## src/rtl/wdw_pkg.sv

```systemverilog
package wdw_pkg;

   // per-cycle command from the decode stage to the counter core
   typedef enum logic [2:0] {
      ACT_IDLE   = 3'd0,
      ACT_COUNT  = 3'd1,
      ACT_RELOAD = 3'd2,
      ACT_ARM    = 3'd3,
      ACT_HOLD   = 3'd4
   } wdw_act_e;

   // response and freeze options, packed in mode-write bit order
   typedef struct packed {
      logic frz_idle;
      logic frz_dbg;
      logic irq_en;
      logic rst_en;
   } wdw_flags_t;

   localparam wdw_flags_t FLAGS_AT_RESET = '{frz_idle: 1'b0, frz_dbg: 1'b0,
                                             irq_en: 1'b0, rst_en: 1'b1};

endpackage

```

## src/rtl/wdw_prescale.sv

```systemverilog
module wdw_prescale #(
   parameter int unsigned PRE_W = 7
) (
   input  logic clk,
   input  logic rst_n,
   input  logic clr,
   input  logic adv,
   output logic at_max
);

   generate
      if (PRE_W == 0) begin : g_direct
         assign at_max = 1'b1;
      end else begin : g_div
         logic [PRE_W-1:0] pre_q;

         always_ff @(posedge clk or negedge rst_n) begin
            if (!rst_n) begin
               pre_q <= '0;
            end else if (clr) begin
               pre_q <= '0;
            end else if (adv) begin
               pre_q <= pre_q + 1'b1;
            end
         end

         assign at_max = &pre_q;
      end
   endgenerate

endmodule

```

## src/rtl/wdw_count_core.sv

```systemverilog
module wdw_count_core import wdw_pkg::*; #(
   parameter int unsigned CNT_W   = 12,
   parameter int unsigned RST_CYC = 16
) (
   input  logic             clk,
   input  logic             rst_n,
   input  wdw_act_e         act,
   input  logic             step,
   input  logic [CNT_W-1:0] load_val,
   output logic [CNT_W-1:0] cnt,
   output logic             busy
);

   localparam int unsigned RSTC_W = $clog2(RST_CYC + 1);
   localparam logic [RSTC_W-1:0] RSTC_START = RSTC_W'(RST_CYC);
   localparam logic [RSTC_W-1:0] RSTC_LAST  = RSTC_W'(1);

   logic [CNT_W-1:0]  cnt_q;
   logic [RSTC_W-1:0] rstc_q;

   always_ff @(posedge clk or negedge rst_n) begin
      if (!rst_n) begin
         cnt_q  <= '1;
         rstc_q <= '0;
      end else begin
         unique case (act)
            ACT_RELOAD: cnt_q <= load_val;
            ACT_ARM:    rstc_q <= RSTC_START;
            ACT_HOLD: begin
               rstc_q <= rstc_q - 1'b1;
               if (rstc_q == RSTC_LAST) cnt_q <= load_val;
            end
            ACT_COUNT: begin
               if (step) cnt_q <= cnt_q - 1'b1;
            end
            default: ;
         endcase
      end
   end

   assign cnt  = cnt_q;
   assign busy = (rstc_q != '0);

endmodule

```

## src/rtl/wdw_err_status.sv

```systemverilog
module wdw_err_status #(
   parameter bit IRQ_REG = 1'b0
) (
   input  logic       clk,
   input  logic       rst_n,
   input  logic       unf_err,
   input  logic       early_err,
   input  logic       rd_clr,
   input  logic       irq_en,
   output logic [1:0] status,
   output logic       irq
);

   logic unf_q, early_q;

   always_ff @(posedge clk or negedge rst_n) begin
      if (!rst_n) begin
         unf_q   <= 1'b0;
         early_q <= 1'b0;
      end else begin
         unf_q   <= (unf_q & ~rd_clr) | unf_err;
         early_q <= (early_q & ~rd_clr) | early_err;
      end
   end

   assign status = {early_q, unf_q};

   generate
      if (IRQ_REG) begin : g_irq_ff
         logic irq_q;
         always_ff @(posedge clk or negedge rst_n) begin
            if (!rst_n) irq_q <= 1'b0;
            else        irq_q <= irq_en & (unf_q | early_q);
         end
         assign irq = irq_q;
      end else begin : g_irq_comb
         assign irq = irq_en & (unf_q | early_q);
      end
   endgenerate

endmodule

```

## src/rtl/keyed_window_wdog.sv

```systemverilog
module keyed_window_wdog import wdw_pkg::*; #(
   parameter int unsigned        CNT_W   = 12,
   parameter int unsigned        PRE_W   = 7,
   parameter int unsigned        KEY_W   = 8,
   parameter logic [KEY_W-1:0]   KEY     = 8'hA5,
   parameter int unsigned        RST_CYC = 16,
   parameter bit                 IRQ_REG = 1'b0,
   localparam int unsigned       DATA_W  = 2*CNT_W + 4
) (
   input  logic              clk,
   input  logic              rst_n,
   input  logic              slow_tick,
   input  logic              dbg_halt,
   input  logic              cpu_idle,
   input  logic              wr_en,
   input  logic              wr_sel,
   input  logic [KEY_W-1:0]  wr_key,
   input  logic [DATA_W-1:0] wr_data,
   input  logic              rd_clr,
   output logic [1:0]        status,
   output logic [CNT_W-1:0]  count,
   output logic              wdt_rst,
   output logic              wdt_irq
);

   generate
      if (CNT_W < 4) begin : g_bad_cnt
         $error("keyed_window_wdog: CNT_W must be at least 4");
      end
      if (RST_CYC < 1) begin : g_bad_rst
         $error("keyed_window_wdog: RST_CYC must be at least 1");
      end
      if (KEY_W < 1) begin : g_bad_key
         $error("keyed_window_wdog: KEY_W must be at least 1");
      end
   endgenerate

   // configuration
   logic [CNT_W-1:0] reload_q, delta_q;
   wdw_flags_t       flags_q;
   logic             locked_q;

   logic [CNT_W-1:0] new_reload, new_delta;
   wdw_flags_t       new_flags;

   assign new_reload = wr_data[CNT_W-1:0];
   assign new_delta  = wr_data[2*CNT_W-1:CNT_W];
   assign new_flags  = wdw_flags_t'(wr_data[DATA_W-1:2*CNT_W]);

   // decode
   logic     rst_busy, key_ok, mode_wr, restart_req, frozen, tick_en;
   logic     pre_max, step, early_err, unf_err, pre_clr;
   wdw_act_e act;
   logic [CNT_W-1:0] load_val;

   assign key_ok      = (wr_key == KEY);
   assign mode_wr     = wr_en & wr_sel & key_ok & ~locked_q & ~rst_busy;
   assign restart_req = wr_en & ~wr_sel & key_ok & wr_data[0] & ~rst_busy;
   assign frozen      = (flags_q.frz_dbg & dbg_halt) | (flags_q.frz_idle & cpu_idle);
   assign tick_en     = slow_tick & ~frozen;
   assign step        = tick_en & pre_max;
   assign early_err   = restart_req & (count > delta_q);
   assign unf_err     = ~rst_busy & ~mode_wr & ~restart_req & step & (count == '0);
   assign load_val    = mode_wr ? new_reload : reload_q;

   always_comb begin
      if (rst_busy)                                act = ACT_HOLD;
      else if (mode_wr)                            act = ACT_RELOAD;
      else if (restart_req && !early_err)          act = ACT_RELOAD;
      else if ((early_err || unf_err) && flags_q.rst_en) act = ACT_ARM;
      else if (unf_err)                            act = ACT_RELOAD;
      else if (early_err)                          act = ACT_IDLE;
      else if (tick_en)                            act = ACT_COUNT;
      else                                         act = ACT_IDLE;
   end

   assign pre_clr = (act == ACT_RELOAD) || (act == ACT_ARM);

   always_ff @(posedge clk or negedge rst_n) begin
      if (!rst_n) begin
         reload_q <= '1;
         delta_q  <= '1;
         flags_q  <= FLAGS_AT_RESET;
         locked_q <= 1'b0;
      end else if (mode_wr) begin
         reload_q <= new_reload;
         delta_q  <= new_delta;
         flags_q  <= new_flags;
         locked_q <= 1'b1;
      end
   end

   wdw_prescale #(.PRE_W(PRE_W)) u_pre (
      .clk    (clk),
      .rst_n  (rst_n),
      .clr    (pre_clr),
      .adv    (act == ACT_COUNT),
      .at_max (pre_max)
   );

   wdw_count_core #(.CNT_W(CNT_W), .RST_CYC(RST_CYC)) u_core (
      .clk      (clk),
      .rst_n    (rst_n),
      .act      (act),
      .step     (step),
      .load_val (load_val),
      .cnt      (count),
      .busy     (rst_busy)
   );

   wdw_err_status #(.IRQ_REG(IRQ_REG)) u_stat (
      .clk       (clk),
      .rst_n     (rst_n),
      .unf_err   (unf_err),
      .early_err (early_err),
      .rd_clr    (rd_clr),
      .irq_en    (flags_q.irq_en),
      .status    (status),
      .irq       (wdt_irq)
   );

   assign wdt_rst = rst_busy;

endmodule

```

## config.mk

```make
export PLATFORM = sky130hd
export DESIGN_NAME = keyed_window_wdog
export DESIGN_NICKNAME = d
export VERILOG_FILES = /design/src/rtl/wdw_pkg.sv /design/src/rtl/wdw_prescale.sv /design/src/rtl/wdw_count_core.sv /design/src/rtl/wdw_err_status.sv /design/src/rtl/keyed_window_wdog.sv
export SDC_FILE = /design/constraint.sdc
export NUM_CORES = 1
export LEC_CHECK = 0
export ABC_AREA = 1
export BUFFER_PORTS_ARGS = -buffer_cell sky130_fd_sc_hd__buf_2
export CORE_MARGIN = 1.5
export CORE_UTILIZATION = 61
export DETAILED_ROUTE_END_ITERATION = 16
export GPL_TIMING_DRIVEN = 0
export PLACE_DENSITY = 0.9
export SYNTH_ARGS = -nofsm -noshare
export SYNTH_HDL_FRONTEND = slang
export SYNTH_SLANG_ARGS = --single-unit
export TNS_END_PERCENT = 10
```

## constraint.sdc

```tcl
create_clock -name clk -period 6.4 [get_ports clk]
set_input_delay 1.28 -clock clk [delete_from_list [all_inputs] [get_ports clk]]
set_output_delay 1.28 -clock clk [all_outputs]
set_load 0.005 [all_outputs]
```

==> flow_summary.ini <==
[timing]
timing.final.ws_setup_ns = 3.45
final.period_utilization_pct = 46.2
fin_crit_ns = 2.95
worstMarginPinSlew_ns = 1.17
hold_viol = 0
rsz0062_at_grt = false
setup_viol = 0
skew_ns = 0.00826
slew_headroom_pct = 22.1
fmax_mhz = 339
drv_slew = 0
tns_ns = 0

[worst_setup_path]
worstPathArrival_ns = 1.67
rr_worst_depth = 18
r2r_slack_ns = 3.80
r2r-end = u_core.cnt[9]
cp.required_ns = 5.12
path_class = flip-flop to primary output
reg2reg_from = delta_q[11]
cp-start-kind = flip-flop
worstPathMaxFanout = 10
end_kind = primary output

[finish]
fillers = 458
num_antenna_cells = 0
drive_gt1_share_pct = 27.7
multiInputGateArea_um2 = 1850
fin_util_pct = 72.9
synthToLayoutAreaGrowth_pct = 13.2
stdcell_count = 614
finalNetCount = 602
seq_area_um2 = 1420

[global_route]
antenna_found_initial = 0
track_usage_pct = 26.3
grt_max_degree = 56
grt_pass1_wl_um = 12900
grt_pass1_vias = 2959
grt_remaining_overflow = 0

[pwr]
peakVddDrop_uv = 172
p_total_uw = 1110
leakage_uw = 0.00234
p_per_area_nw_per_um2 = 271

[cts]
clk_latency_ns = 0.32
cts-root-to-sink-buffers = 2
cts-resized-gates = 0
ctsHoldBuffers = 0
numCtsBuffers = 5
cts_tree = yes
postCtsSetupBuffers = 0
clk_pin_slew_ns = 0.10
cts_max_level = 2
root_buffer = clkbuf_8
cts.sinks = 55

[synthesis]
syn_inst = 475
synth_flop_cell = dfstp_2
async_flop_share_pct = 100
synth_cell_type_count = 37
syn_area_per_cell_um2 = 7.61
synth-seq-cells = 55
synth_edf_count = 0
netlist.area_leader.share_pct = 26.9
synth.area.top_cells = dfstp_2 (27%), nand2_1 (16%), dfrtp_1 (12%)
syn_nets = 536
yosysWarnings = 0
syn_area_um2 = 3610
ys_seq_area_share_pct = 39.4
yosysTopAreaCell = dfstp_2

[min_path]
holdPathStages = 2
min_from = delta_q[5]
hold_class = flip-flop to flip-flop
whs_endpoint = delta_q[5]

[placed_design]
numPortBuffers = 59
dp_hpwl_um = 6070
dp_slack_ns = 3.32
routabilityCongestion = 0.841
dp_cells = 606

[floorplan]
ioPinCount = 60
die_x_um = 80.0
fp.dieH_um = 80.0
die_area_um2 = 6400
core-area_um2 = 5610
rows = 27
initial_core_util_pct = 64.5

[drt]
wl_per_cell_um = 12.6
drc = 0
drt-total-wl_um = 7720
vias = 3145
via_per_inst = 5.12
drtIter0Drc = 139
firstDrtPassIters = 5
ant_nets = 0

[status]
status = complete, no violations

[run]
drv_cap = 0
==> power breakdown <==
group          internal, uW  switching [uW]  total [uW]
sequential              408            49.2         458
clock                  79.0             119         198
combinational           178             273         451
total                   665             442        1110
==> worst max-delay path by stage <==
stage / to / slack, ns / startpoint
after floorplan: u_core.cnt[3] / 3.67 / wr_key[1]
after global placement: u_core.cnt[8] / 3.38 / wr_key[1]
after detailed placement: u_core.cnt[10] / 3.32 / wr_key[6]
after CTS: wdt_rst / 3.45 / u_core.rstc_q[0]
after global routing: wdt_rst / 3.32 / u_core.rstc_q[0]
final: wdt_rst / 3.45 / u_core.rstc_q[0]
==> cell type report <==
cell class / instances / share of cell area [%]
buffer: 15 / 2.91
multi-input combinational: 346 / 45.3
sequential: 55 / 34.8
clock inverter: 2 / 0.428
clock buffer: 6 / 1.77
tap: 72 / 2.20
inverter: 59 / 5.41
timing repair buffer: 59 / 7.22
==> per-stage QoR <==
| step | instance area [um^2] | hold WS (ns) |
|---|---|---|
| final | 4090 | 0.484 |
| after global routing | 4090 | 0.497 |
| after CTS | 4090 | 0.487 |
| after detailed placement | 4000 | 0.472 |
| after global placement | 4000 | 0.462 |
| after floorplan | 3610 | 0.449 |
==> per-layer routing <==
layer  vias up  track usage, %  share of wire (%)
met1      1414            33.5                 45
met5         -               0                  0
met2        90            45.2                 48
met3         9            4.34                5.1
li1       1632               -                  -
met4         0            8.45                1.5
==> registers in the layout (all words and copies together), names as in the netlist <==
register / count
reload_q: 12
u_pre.g_div.pre_q: 7
u_core.rstc_q: 5
flags_q: 4
u_core.cnt: 12
delta_q: 12
u_stat.unf_q: 1
u_stat.early_q: 1
locked_q: 1
==> critical path, cell delays in order, from the launching register on <==
cell	delay, ns
dfrtp_1	0.40
inv_1	0.13
ha_1	0.16
nand2_1	0.10
nor2_4	0.19
buf_6	0.17
inv_2	0.08
buf_2	0.13
==> kinds of logic (layout without fill, tap and decap cells) <==
logic type	count (synthesis)	count (layout)	share of synthesized area (%)
flip-flops	55	55	39.4
buffers and inverters	74	141	9.41
AND/OR/NAND/NOR	282	282	36.6
XOR/XNOR	13	13	3.15
AO/OA/AOI/OAI	34	34	5.64
adder cells (fa/ha/maj)	17	17	5.88
==> placed cells by master, fill, tap and decap left out, types with 3 or more instances in the layout <==
cell type and n:
a21oi_1 18, buf_2 63, buf_4 3, buf_6 4, clkbuf_1 4, clkbuf_8 5, dfrtp_1 18, dfstp_2 37
ha_1 17, inv_1 55, inv_2 3, nand2_1 156, nand2_2 3, nand2_4 4, nand3_1 46, nand3_2 8
nand3b_1 3, nand4_1 6, nor2_1 35, nor2_2 4, nor2_4 7, nor3_1 5, o21ai_0 8, xnor2_1 4
xor2_1 9
==> cell usage after synthesis, types with 5 or more instances <==
cell	n
nand2_1	156
inv_1	55
nand3_1	46
dfstp_2	37
nor2_1	35
a21oi_1	18
dfrtp_1	18
ha_1	17
xor2_1	9
nand3_2	8
o21ai_0	8
nor2_4	7
nand4_1	6
nor3_1	5
Power figures use the tool's default switching activity.
